### config.mk
export PLATFORM = sky130hd
export DESIGN_NAME = vaddr_reloc_unit
export DESIGN_NICKNAME = d
export VERILOG_FILES = /design/src/rtl/reloc_pkg.sv /design/src/rtl/reloc_mode_fsm.sv /design/src/rtl/page_reg_bank.sv /design/src/rtl/page_xlate.sv /design/src/rtl/vaddr_reloc_unit.sv
export SDC_FILE = /design/constraint.sdc
export NUM_CORES = 1
export LEC_CHECK = 0
export BUFFER_PORTS_ARGS = -buffer_cell sky130_fd_sc_hd__buf_2
export CORE_MARGIN = 2
export CORE_UTILIZATION = 55
export CTS_BUF_LIST = sky130_fd_sc_hd__clkbuf_16
export DETAILED_ROUTE_END_ITERATION = 7
export HOLD_SLACK_MARGIN = 0.02
export MAX_ROUTING_LAYER = met4
export PLACE_DENSITY_LB_ADDON = 0.2
export RECOVER_POWER = 50
export SLEW_MARGIN = 20
export SYNTH_ARGS = -nofsm -noshare
export SYNTH_HDL_FRONTEND = slang
export SYNTH_SLANG_ARGS = --single-unit
### constraint.sdc
create_clock -name clk -period 4.7 [get_ports clk]
set_clock_uncertainty 0.2 [all_clocks]
set_input_delay 0.94 -clock clk [delete_from_list [all_inputs] [get_ports clk]]
set_output_delay 0.94 -clock clk [all_outputs]
set_load 0.02 [all_outputs]
### src/rtl/reloc_pkg.sv
package reloc_pkg;
    localparam int LEN_W = 7;

    typedef enum logic [1:0] {
        ACC_ABSENT  = 2'b00,
        ACC_RDONLY  = 2'b01,
        ACC_ABSENT2 = 2'b10,
        ACC_RDWR    = 2'b11
    } acc_e;

    typedef struct packed {
        logic [LEN_W-1:0] len;
        logic             down;
        acc_e             acc;
    } pdesc_t;

    typedef enum logic [1:0] {
        RSN_NONE   = 2'd0,
        RSN_ABSENT = 2'd1,
        RSN_LENGTH = 2'd2,
        RSN_RDONLY = 2'd3
    } reason_e;

    typedef enum logic [1:0] {
        CFG_BASE  = 2'd0,
        CFG_DESC  = 2'd1,
        CFG_CTRL  = 2'd2,
        CFG_SPARE = 2'd3
    } cfg_kind_e;

    typedef enum logic {
        RELOC_OFF = 1'b0,
        RELOC_ON  = 1'b1
    } reloc_state_e;
endpackage

### src/rtl/reloc_mode_fsm.sv
module reloc_mode_fsm
    import reloc_pkg::*;
(
    input  logic       clk,
    input  logic       rst_n,
    input  logic       cfg_we,
    input  logic [1:0] cfg_kind,
    input  logic       cfg_en,
    output logic       reloc_on
);
    reloc_state_e state_q, state_d;
    logic ctrl_wr;

    assign ctrl_wr = cfg_we && (cfg_kind == CFG_CTRL);

    always_comb begin
        state_d = state_q;
        unique case (state_q)
            RELOC_OFF: if (ctrl_wr && cfg_en)  state_d = RELOC_ON;   // ENABLE
            RELOC_ON:  if (ctrl_wr && !cfg_en) state_d = RELOC_OFF;  // DISABLE
        endcase
    end

    always_ff @(posedge clk or negedge rst_n) begin
        if (!rst_n) state_q <= RELOC_OFF;
        else        state_q <= state_d;
    end

    always_comb reloc_on = (state_q == RELOC_ON);

    p_ctrl_lands_r10: assert property (@(posedge clk) disable iff (!rst_n)
        (cfg_we && cfg_kind == CFG_CTRL) |=> (reloc_on == $past(cfg_en)));
endmodule

### src/rtl/page_reg_bank.sv
module page_reg_bank
    import reloc_pkg::*;
#(
    parameter int PG_W   = 3,
    parameter int BASE_W = 12,
    parameter int DATA_W = 16
) (
    input  logic              clk,
    input  logic              rst_n,
    input  logic              cfg_we,
    input  logic [1:0]        cfg_kind,
    input  logic              cfg_mode,
    input  logic [PG_W-1:0]   cfg_page,
    input  logic [DATA_W-1:0] cfg_wdata,
    input  logic              rd_mode,
    input  logic [PG_W-1:0]   rd_page,
    output logic [BASE_W-1:0] rd_base,
    output pdesc_t            rd_desc
);
    localparam int NSLOT = 2 << PG_W;
    localparam int IDX_W = PG_W + 1;

    logic [BASE_W-1:0] base_q [NSLOT];
    pdesc_t            desc_q [NSLOT];
    logic [IDX_W-1:0]  wr_idx, rd_idx;
    pdesc_t            wr_desc;
    logic              unused_bits;

    assign wr_idx  = {cfg_mode, cfg_page};
    assign rd_idx  = {rd_mode, rd_page};
    assign wr_desc = '{len:  cfg_wdata[8 +: LEN_W],
                       down: cfg_wdata[3],
                       acc:  acc_e'(cfg_wdata[1:0])};
    assign unused_bits = ^{cfg_wdata[DATA_W-1:8+LEN_W], cfg_wdata[7:4], cfg_wdata[2]};

    always_ff @(posedge clk or negedge rst_n) begin
        if (!rst_n) begin
            for (int e = 0; e < NSLOT; e++) begin
                base_q[e] <= '0;
                desc_q[e] <= '{len: '0, down: 1'b0, acc: ACC_ABSENT};
            end
        end else if (cfg_we) begin
            if (cfg_kind == CFG_BASE) base_q[wr_idx] <= cfg_wdata[BASE_W-1:0];
            if (cfg_kind == CFG_DESC) desc_q[wr_idx] <= wr_desc;
        end
    end

    assign rd_base = base_q[rd_idx];
    assign rd_desc = desc_q[rd_idx];
endmodule

### src/rtl/page_xlate.sv
module page_xlate
    import reloc_pkg::*;
#(
    parameter int VA_W      = 16,
    parameter int PA_W      = 18,
    parameter int PG_W      = 3,
    parameter int BLK_SHIFT = 6
) (
    input  logic                     reloc_on,
    input  logic [VA_W-1:0]          vaddr,
    input  logic                     is_write,
    input  logic [PA_W-BLK_SHIFT-1:0] base,
    input  pdesc_t                   desc,
    output logic [PA_W-1:0]          paddr,
    output logic                     abort,
    output reason_e                  reason
);
    localparam int OFF_W = VA_W - PG_W;
    localparam int HI_W  = PA_W - VA_W;

    logic [LEN_W-1:0] blk;
    logic [PA_W-1:0]  reloc_addr, bypass_addr;
    logic             io_top, len_bad;

    always_comb begin
        blk         = vaddr[OFF_W-1:BLK_SHIFT];
        reloc_addr  = {base, {BLK_SHIFT{1'b0}}} + PA_W'(vaddr[OFF_W-1:0]);
        io_top      = &vaddr[VA_W-1:OFF_W];
        bypass_addr = {{HI_W{io_top}}, vaddr};
        len_bad     = desc.down ? (blk < desc.len) : (blk > desc.len);
        reason      = RSN_NONE;
        if (reloc_on) begin
            if (!desc.acc[0])                        reason = RSN_ABSENT;
            else if (len_bad)                        reason = RSN_LENGTH;
            else if (is_write && desc.acc != ACC_RDWR) reason = RSN_RDONLY;
        end
        abort = (reason != RSN_NONE);
        if (!reloc_on)  paddr = bypass_addr;
        else if (abort) paddr = '0;
        else            paddr = reloc_addr;
    end
endmodule

### src/rtl/vaddr_reloc_unit.sv
module vaddr_reloc_unit
    import reloc_pkg::*;
#(
    parameter int VA_W      = 16,
    parameter int PA_W      = 18,
    parameter int PG_W      = 3,
    parameter int BLK_SHIFT = 6
) (
    input  logic            clk,
    input  logic            rst_n,
    input  logic            cfg_we,
    input  logic [1:0]      cfg_kind,
    input  logic            cfg_mode,
    input  logic [PG_W-1:0] cfg_page,
    input  logic [15:0]     cfg_wdata,
    input  logic            req_valid,
    input  logic [VA_W-1:0] req_vaddr,
    input  logic            req_user,
    input  logic            req_write,
    output logic            rsp_valid,
    output logic [PA_W-1:0] rsp_paddr,
    output logic            rsp_abort,
    output logic [1:0]      rsp_reason
);
    localparam int BASE_W = PA_W - BLK_SHIFT;
    localparam int OFF_W  = VA_W - PG_W;

    logic              reloc_on;
    logic [BASE_W-1:0] sel_base;
    pdesc_t            sel_desc;
    logic [PA_W-1:0]   xl_paddr;
    logic              xl_abort;
    reason_e           xl_reason;

    reloc_mode_fsm u_fsm (
        .clk(clk), .rst_n(rst_n), .cfg_we(cfg_we), .cfg_kind(cfg_kind),
        .cfg_en(cfg_wdata[0]), .reloc_on(reloc_on)
    );

    page_reg_bank #(.PG_W(PG_W), .BASE_W(BASE_W), .DATA_W(16)) u_bank (
        .clk(clk), .rst_n(rst_n), .cfg_we(cfg_we), .cfg_kind(cfg_kind),
        .cfg_mode(cfg_mode), .cfg_page(cfg_page), .cfg_wdata(cfg_wdata),
        .rd_mode(req_user), .rd_page(req_vaddr[VA_W-1:OFF_W]),
        .rd_base(sel_base), .rd_desc(sel_desc)
    );

    page_xlate #(.VA_W(VA_W), .PA_W(PA_W), .PG_W(PG_W), .BLK_SHIFT(BLK_SHIFT)) u_xl (
        .reloc_on(reloc_on), .vaddr(req_vaddr), .is_write(req_write),
        .base(sel_base), .desc(sel_desc),
        .paddr(xl_paddr), .abort(xl_abort), .reason(xl_reason)
    );

    always_ff @(posedge clk or negedge rst_n) begin
        if (!rst_n) begin
            rsp_valid  <= 1'b0;
            rsp_paddr  <= '0;
            rsp_abort  <= 1'b0;
            rsp_reason <= RSN_NONE;
        end else begin
            rsp_valid <= req_valid;
            if (req_valid) begin
                rsp_paddr  <= xl_paddr;
                rsp_abort  <= xl_abort;
                rsp_reason <= xl_reason;
            end
        end
    end

    p_answer_r10: assert property (@(posedge clk) disable iff (!rst_n)
        req_valid |=> rsp_valid);
    p_quiet_r10: assert property (@(posedge clk) disable iff (!rst_n)
        !req_valid |=> !rsp_valid);
    p_abort_zero_r11: assert property (@(posedge clk) disable iff (!rst_n)
        (rsp_valid && rsp_abort) |-> (rsp_paddr == '0 && rsp_reason != RSN_NONE));
    p_ok_reason_r11: assert property (@(posedge clk) disable iff (!rst_n)
        (rsp_valid && !rsp_abort) |-> (rsp_reason == RSN_NONE));
    p_bypass_top_r3: assert property (@(posedge clk) disable iff (!rst_n)
        (!reloc_on && req_valid && (&req_vaddr[VA_W-1:OFF_W]))
        |=> (rsp_paddr == {2'b11, $past(req_vaddr)} && !rsp_abort));
    p_bypass_low_r2: assert property (@(posedge clk) disable iff (!rst_n)
        (!reloc_on && req_valid && !(&req_vaddr[VA_W-1:OFF_W]))
        |=> (rsp_paddr == {2'b00, $past(req_vaddr)} && !rsp_abort));
endmodule

# Word level (Yosys, flattened, before mapping)
# Index checks and enable logic that the tools add are counted.
[totals]
register_bits = 375
n_memories = 0
latchBits = 0
in_bits = 44
rom_bits = 0
ramBits = 0
[classes]
div = 0
n_reduce_logical = 11
order_cmp = 5
n_mux = 22
n_bitwise = 3
shift = 0
multipliers = 0
n_addsub = 1
n_eq_ne = 3
[op_table]
columns = ["cell", "n"]
rows = [
  ["$bwmux W192", 1],
  ["$bwmux W160", 1],
  ["$bmux W12 S4", 1],
  ["$demux W12 S4", 1],
  ["$bmux W10 S4", 1],
  ["$demux W10 S4", 1],
  ["$mux W12", 3],
  ["$mux W18", 2],
  ["$mux W10", 3],
  ["$add A18 B13 Y18", 1],
  ["$ge A5 B5 Y1 const B", 2],
  ["$not A4 Y5", 2],
  ["$mux W2", 4],
  ["$gt A7 B7 Y1", 1],
  ["$lt A7 B7 Y1", 1],
  ["$logic_and A1 B1 Y1", 5],
  ["$lt A5 B1 Y1 const B", 1],
  ["$reduce_and A2 Y1", 2],
  ["$mux W1", 3],
  ["$reduce_and A3 Y1", 1],
  ["$eq A2 B1 Y1 const B", 1],
  ["$eq A2 B2 Y1 const B", 1],
  ["$logic_not A2 Y1", 1],
  ["$ne A2 B2 Y1 const B", 1],
  ["other kinds (4)", 4],
]

# Depth between registers and ports, before layout
[logic_depth]
word_depth = 13
depth_mapped = 17
mapped_depth_nobuf = 12

# Hierarchy
# A second synthesis with hierarchy kept.
[hier_totals]
hier_cells = 1156
area_unflattened_um2 = 17922.2
[by_module_without_submodules]
columns = ["mod", "seq_area_each_um2", "instances", "area_per_inst_um2", "cells_each"]
rows = [
  ["page_reg_bank", 8808.4, 1, 16090.4, 990],
  ["page_xlate", 0.0, 1, 887.1, 118],
  ["vaddr_reloc_unit", 550.5, 1, 884.6, 45],
  ["reloc_mode_fsm", 25.0, 1, 60.1, 3],
]

# Worst setup path before layout
# Ideal clock, no wire load.
[synth_path]
path_kind = "input to register"
startpoint = "input port req_vaddr[13]"
endpoint = "register rsp_paddr[16]"
setup_ns = 0.094
t_arrival_ns = 4.426
required_time_ns = 4.406
path_buffers = 5
path_stages = 17
slack_ns = -0.020
path_cell_list = "buf_2 -> buf_6 -> buf_6 -> buf_4 -> buf_2 -> mux4_2 -> mux4_2 -> ha_1 -> inv_1 -> fa_1 -> nor2b_1 -> o31ai_1 -> a21oi_1 -> o21ai_0 -> nand3b_1 -> xor2_1 -> a211oi_1"
[synth_via]
elab_chain_cells = 13
[synth_rtl]
columns = ["item", "line", "rtl"]
rows = [
  ["start: declaration", "vaddr_reloc_unit.sv:17", "input logic [VA_W-1:0] req_vaddr,"],
  ["branches (longest 12 deep; another with $gt A7 B7 Y1)", "-", ""],
  ["$mux W18 (*)", "page_xlate.sv:38", "if (!reloc_on) paddr = bypass_addr;"],
  ["end signal: assignment", "vaddr_reloc_unit.sv:62", "rsp_paddr <= xl_paddr;"],
  ["end: declaration", "vaddr_reloc_unit.sv:21", "output logic [PA_W-1:0] rsp_paddr,"],
]
# Mark *: on every way between the ends. The select of a mux whose other input is x is not followed.
# A chain may end at the register's enable or synchronous reset.

# Final worst setup path
[layout_path]
startpoint = "input port req_vaddr[13]"
endpoint = "register rsp_paddr[7]"
[layout_via]
elab_chain_cells = 13
[layout_rtl]
columns = ["item", "line", "rtl"]
rows = [
  ["$not A4 Y5 (implied by the code) (*)", "page_reg_bank.sv:48, page_reg_bank.sv:49", ""],
  ["branches (longest 10 deep; another with $gt A7 B7 Y1)", "-", ""],
  ["$mux W18 (*)", "page_xlate.sv:39", "else if (abort) paddr = '0;"],
  ["$mux W18 (*)", "page_xlate.sv:38", ""],
]
# Marked as above.

==> metrics.md <==
| Metric | Value |
|---|---|
| DR vias | `10100` |
| R2R Setup Slk | `1.22 ns` |
| Least-Margin Pin Slew | `2.49 ns` |
| Port bufs | `64` |
| CP Capture Type | `flip-flop` |
| Clk sinks | `375` |
| Post-CTS Resized | `0` |
| Std cell rows | `65` |
| CTS Buf Count | `40` |
| Largest net degree at the start of global routing | `98` |
| Critical path, cell by cell | `buf_6, buf_4, mux4_2, mux4_2, inv_1, ha_1, nor2b_1, o211ai_1, a21o_1, a211oi_2, a221oi_4, buf_4, nand4b_1, a31oi_1` |
| Share of layout cells above drive strength 1 | `0.504` |
| Post-Syn Instances | `1144` |
| Ranking of synthesized cells by area | `dfrtp_1 (53%), mux2_2 (23%), mux4_2 (13%)` |
| Post-synth net total | `1203` |
| Final setup fails | `0` |
| FF-to-FF End | `rsp_paddr[7]` |
| Max Root-Sink Buffers | `3` |
| Switching share of power | `0.249` |
| Synth async-reset ratio | `1.00` |
| Setup TNS | `0 ns` |
| Post-synth EDFFs | `0` |
| Initial antenna violation count | `2` |
| Synth cell count leaders | `dfrtp_1 (375), mux2_2 (355), mux4_2 (98)` |
| Total iterations of the first detailed-routing run | `5` |
| Fill cells | `2339` |
| Final Non-Filler Cells | `1643` |
| GRT Total Usage | `0.259` |
| Core area | `0.0316 mm^2` |
| Area delta synth->final | `12.1%` |
| Hold Path Stages | `1` |
| Critical path arrival | `4.18 ns` |
| CP max stage cell | `mux4_2` |
| Yosys Warn Count | `0` |
| Max-slew headroom | `-0.661` |
| Max_cap viols | `2` |
| Final wirelength | `40200 um` |
| Via density | `6.17` |
| WHS Endpoint | `u_bank.base_q[39]` |
| Nets | `1270` |
| Leading area contributor after synthesis | `dfrtp_1` |
| Final hold violations | `0` |
| Clk Latency, worst-skew pair | `0.53 ns` |
| #FFs+latches synth | `375` |
| Worst IR drop on VDD | `0.000216 V` |
| Root buffer cell | `clkbuf_16` |
| Synth Cell Area | `0.0176 mm^2` |
| Reg2reg path depth | `12` |
| Max FO, Critical Path | `12` |
| Final clock period utilization by the worst path | `0.840` |
| Pleak | `9.21 nW` |
| Total grt overflow | `0` |
| ANT nets after route | `0` |
| Clock-pin slew on the worst setup and hold paths | `0.06 ns` |
| Die area | `0.0334 mm^2` |
| Crit path from | `req_vaddr[13]` |
| Global-route wire length before repair | `63000 um` |
| RSZ-0062 raised after global routing | `no` |
| Die Y | `183 um` |
| Max Fclk | `253 MHz` |
| DRT iter0 DRCs | `691` |
| Slew Viols, Final | `134` |
| Vias in the first global route | `10500` |
| Yosys cell types | `51` |
| Critical Path RT | `4.93 ns` |
| Crit path largest cell delay | `0.52 ns` |
| Hold Path Origin | `u_bank.base_q[39]` |
| Proportion of synthesized chip area in sequential cells | `0.534` |
| Fin crit period | `3.95 ns` |
| CTS tree | `built` |
| Internal Power | `6.09 mW` |
| Worst hold path type | `reg -> reg` |
| Sequential power share | `0.477` |
| Clock Power Share | `0.370` |
| Htree depth | `2` |
| Post-layout worst setup margin | `0.751 ns` |
| Count leader, synth | `dfrtp_1` |
| Syn_area_per_cell | `15.4 um^2` |
| IO Pins | `66` |
| Status | `finished, violations left` |
| Routability cong. | `0.814` |
| Placed Cells | `1571` |
| Die X | `183 um` |
| Top FF cell, synth | `dfrtp_1` |
| DRC | `0` |
| Failing checks | `capacitance limit, slew limit` |
| Crit Path Class | `in -> reg` |
| Hpwl dp | `24900 um` |
| Pre-CTS WS | `0.224 ns` |
| Cts hold-fix bufs | `0` |
| Power Density | `411 mW/mm^2` |
| Postcts setup bufs | `0` |
| Routed wire per std cell | `24.5 um` |
| Synth top area share | `0.534` |
| Sw Pwr | `2.02 mW` |
| R2r startpoint | `u_bank.desc_q[4]` |
| Initial core utilization | `0.557` |
| Worst setup SP type | `input port` |
| Part of the power in combinational logic | `0.153` |
==> flip-flops by register name, summed over array words and instances, names as in the netlist, named ones only <==
| signal | count |
|---|---|
| rsp_paddr | 18 |
| u_bank.desc_q | 160 |
| rsp_abort | 1 |
| rsp_valid | 1 |
| rsp_reason | 2 |
| u_bank.base_q | 192 |
==> cells by family (layout without fill, tap and decap cells) <==
kind of cell,after synthesis,in the layout,synth area share
muxes,475,475,0.372
AOI/OAI and AO/OA,40,40,0.0164
buffers and inverters,100,195,0.0253
xor gates and xnor gates,8,8,0.00399
DFF,375,375,0.534
and+or+nand+nor,131,131,0.0371
adders and majority gates,15,15,0.0111
other,0,2,0
==> layer usage <==
layer	track usage	vias to the layer above	part of all wire
met5	-	-	0
met4	0.0691	0	0.024
met3	0.0415	67	0.057
met2	0.392	286	0.47
met1	0.370	5389	0.45
li1	-	4402	-
==> critical path, delay by kind of cell <==
kind / cells / cell delay [ns]
AO/OA/AOI/OAI: 5 / 0.91
buffers and inverters: 4 / 0.79
adder cells (fa/ha/maj): 1 / 0.26
multiplexers: 2 / 1.01
AND/OR/NAND/NOR: 2 / 0.25
==> placed cells by master, fill, tap and decap left out, types with 7 or more instances in the layout <==
| master | count |
|---|---|
| dfrtp_1 | 375 |
| inv_1 | 21 |
| nand4_1 | 10 |
| nand2_1 | 27 |
| buf_4 | 36 |
| nand3_1 | 9 |
| clkbuf_16 | 41 |
| mux2i_1 | 12 |
| buf_2 | 53 |
| ha_1 | 14 |
| nand2b_1 | 14 |
| a31oi_1 | 12 |
| clkinv_2 | 8 |
| buf_12 | 7 |
| mux4_2 | 98 |
| clkbuf_1 | 11 |
| nor2_1 | 39 |
| mux2_2 | 355 |
==> power groups by stage <==
stage | clock [mW] | sequential, mW | combinational [mW]
after global routing | 3.19 | 3.91 | 1.36
after CTS | 3.06 | 3.86 | 1.26
final | 3.00 | 3.86 | 1.24
after global placement | 0 | 3.89 | 1.22
after detailed placement | 0 | 3.91 | 1.25
after floorplan | 0 | 3.88 | 0.905
==> layout make-up <==
type                            count  area (um^2)  share of cell area
Antenna cell                        2         5.00            0.000254
Clock buffer                       41         1030              0.0521
Clock inverter                     29          211              0.0107
Inverter                           12         45.0             0.00229
Multi-Input combinational cell    669         7770               0.394
Sequential cell                   375         9380               0.476
Tap cell                          402          503              0.0255
Timing Repair Buffer              113          758              0.0385
==> metrics by stage <==
step	total power [mW]	hold slack [ns]	area, um^2	utilization
2_1_floorplan	4.78	0.259	17600	-
3_3_place_gp	5.12	0.264	18500	0.587
3_5_place_dp	5.17	0.273	18500	0.587
4_1_cts	8.18	0.258	19800	0.626
5_1_grt	8.46	0.308	19700	0.624
6_report	8.11	0.290	19700	0.624
==> how the worst max path moves through the flow <==
stage                              to  slack, ns  cells after the start
finish                   rsp_paddr[7]       0.75                     14
global placement        rsp_paddr[14]       0.24                     14
global route        u_bank.base_q[17]       0.30                      2
floorplan               rsp_paddr[16]       0.07                     17
CTS                      rsp_paddr[7]       0.75                     14
detailed placement      rsp_paddr[16]       0.22                     14
(Power assumes the default switching activity.)
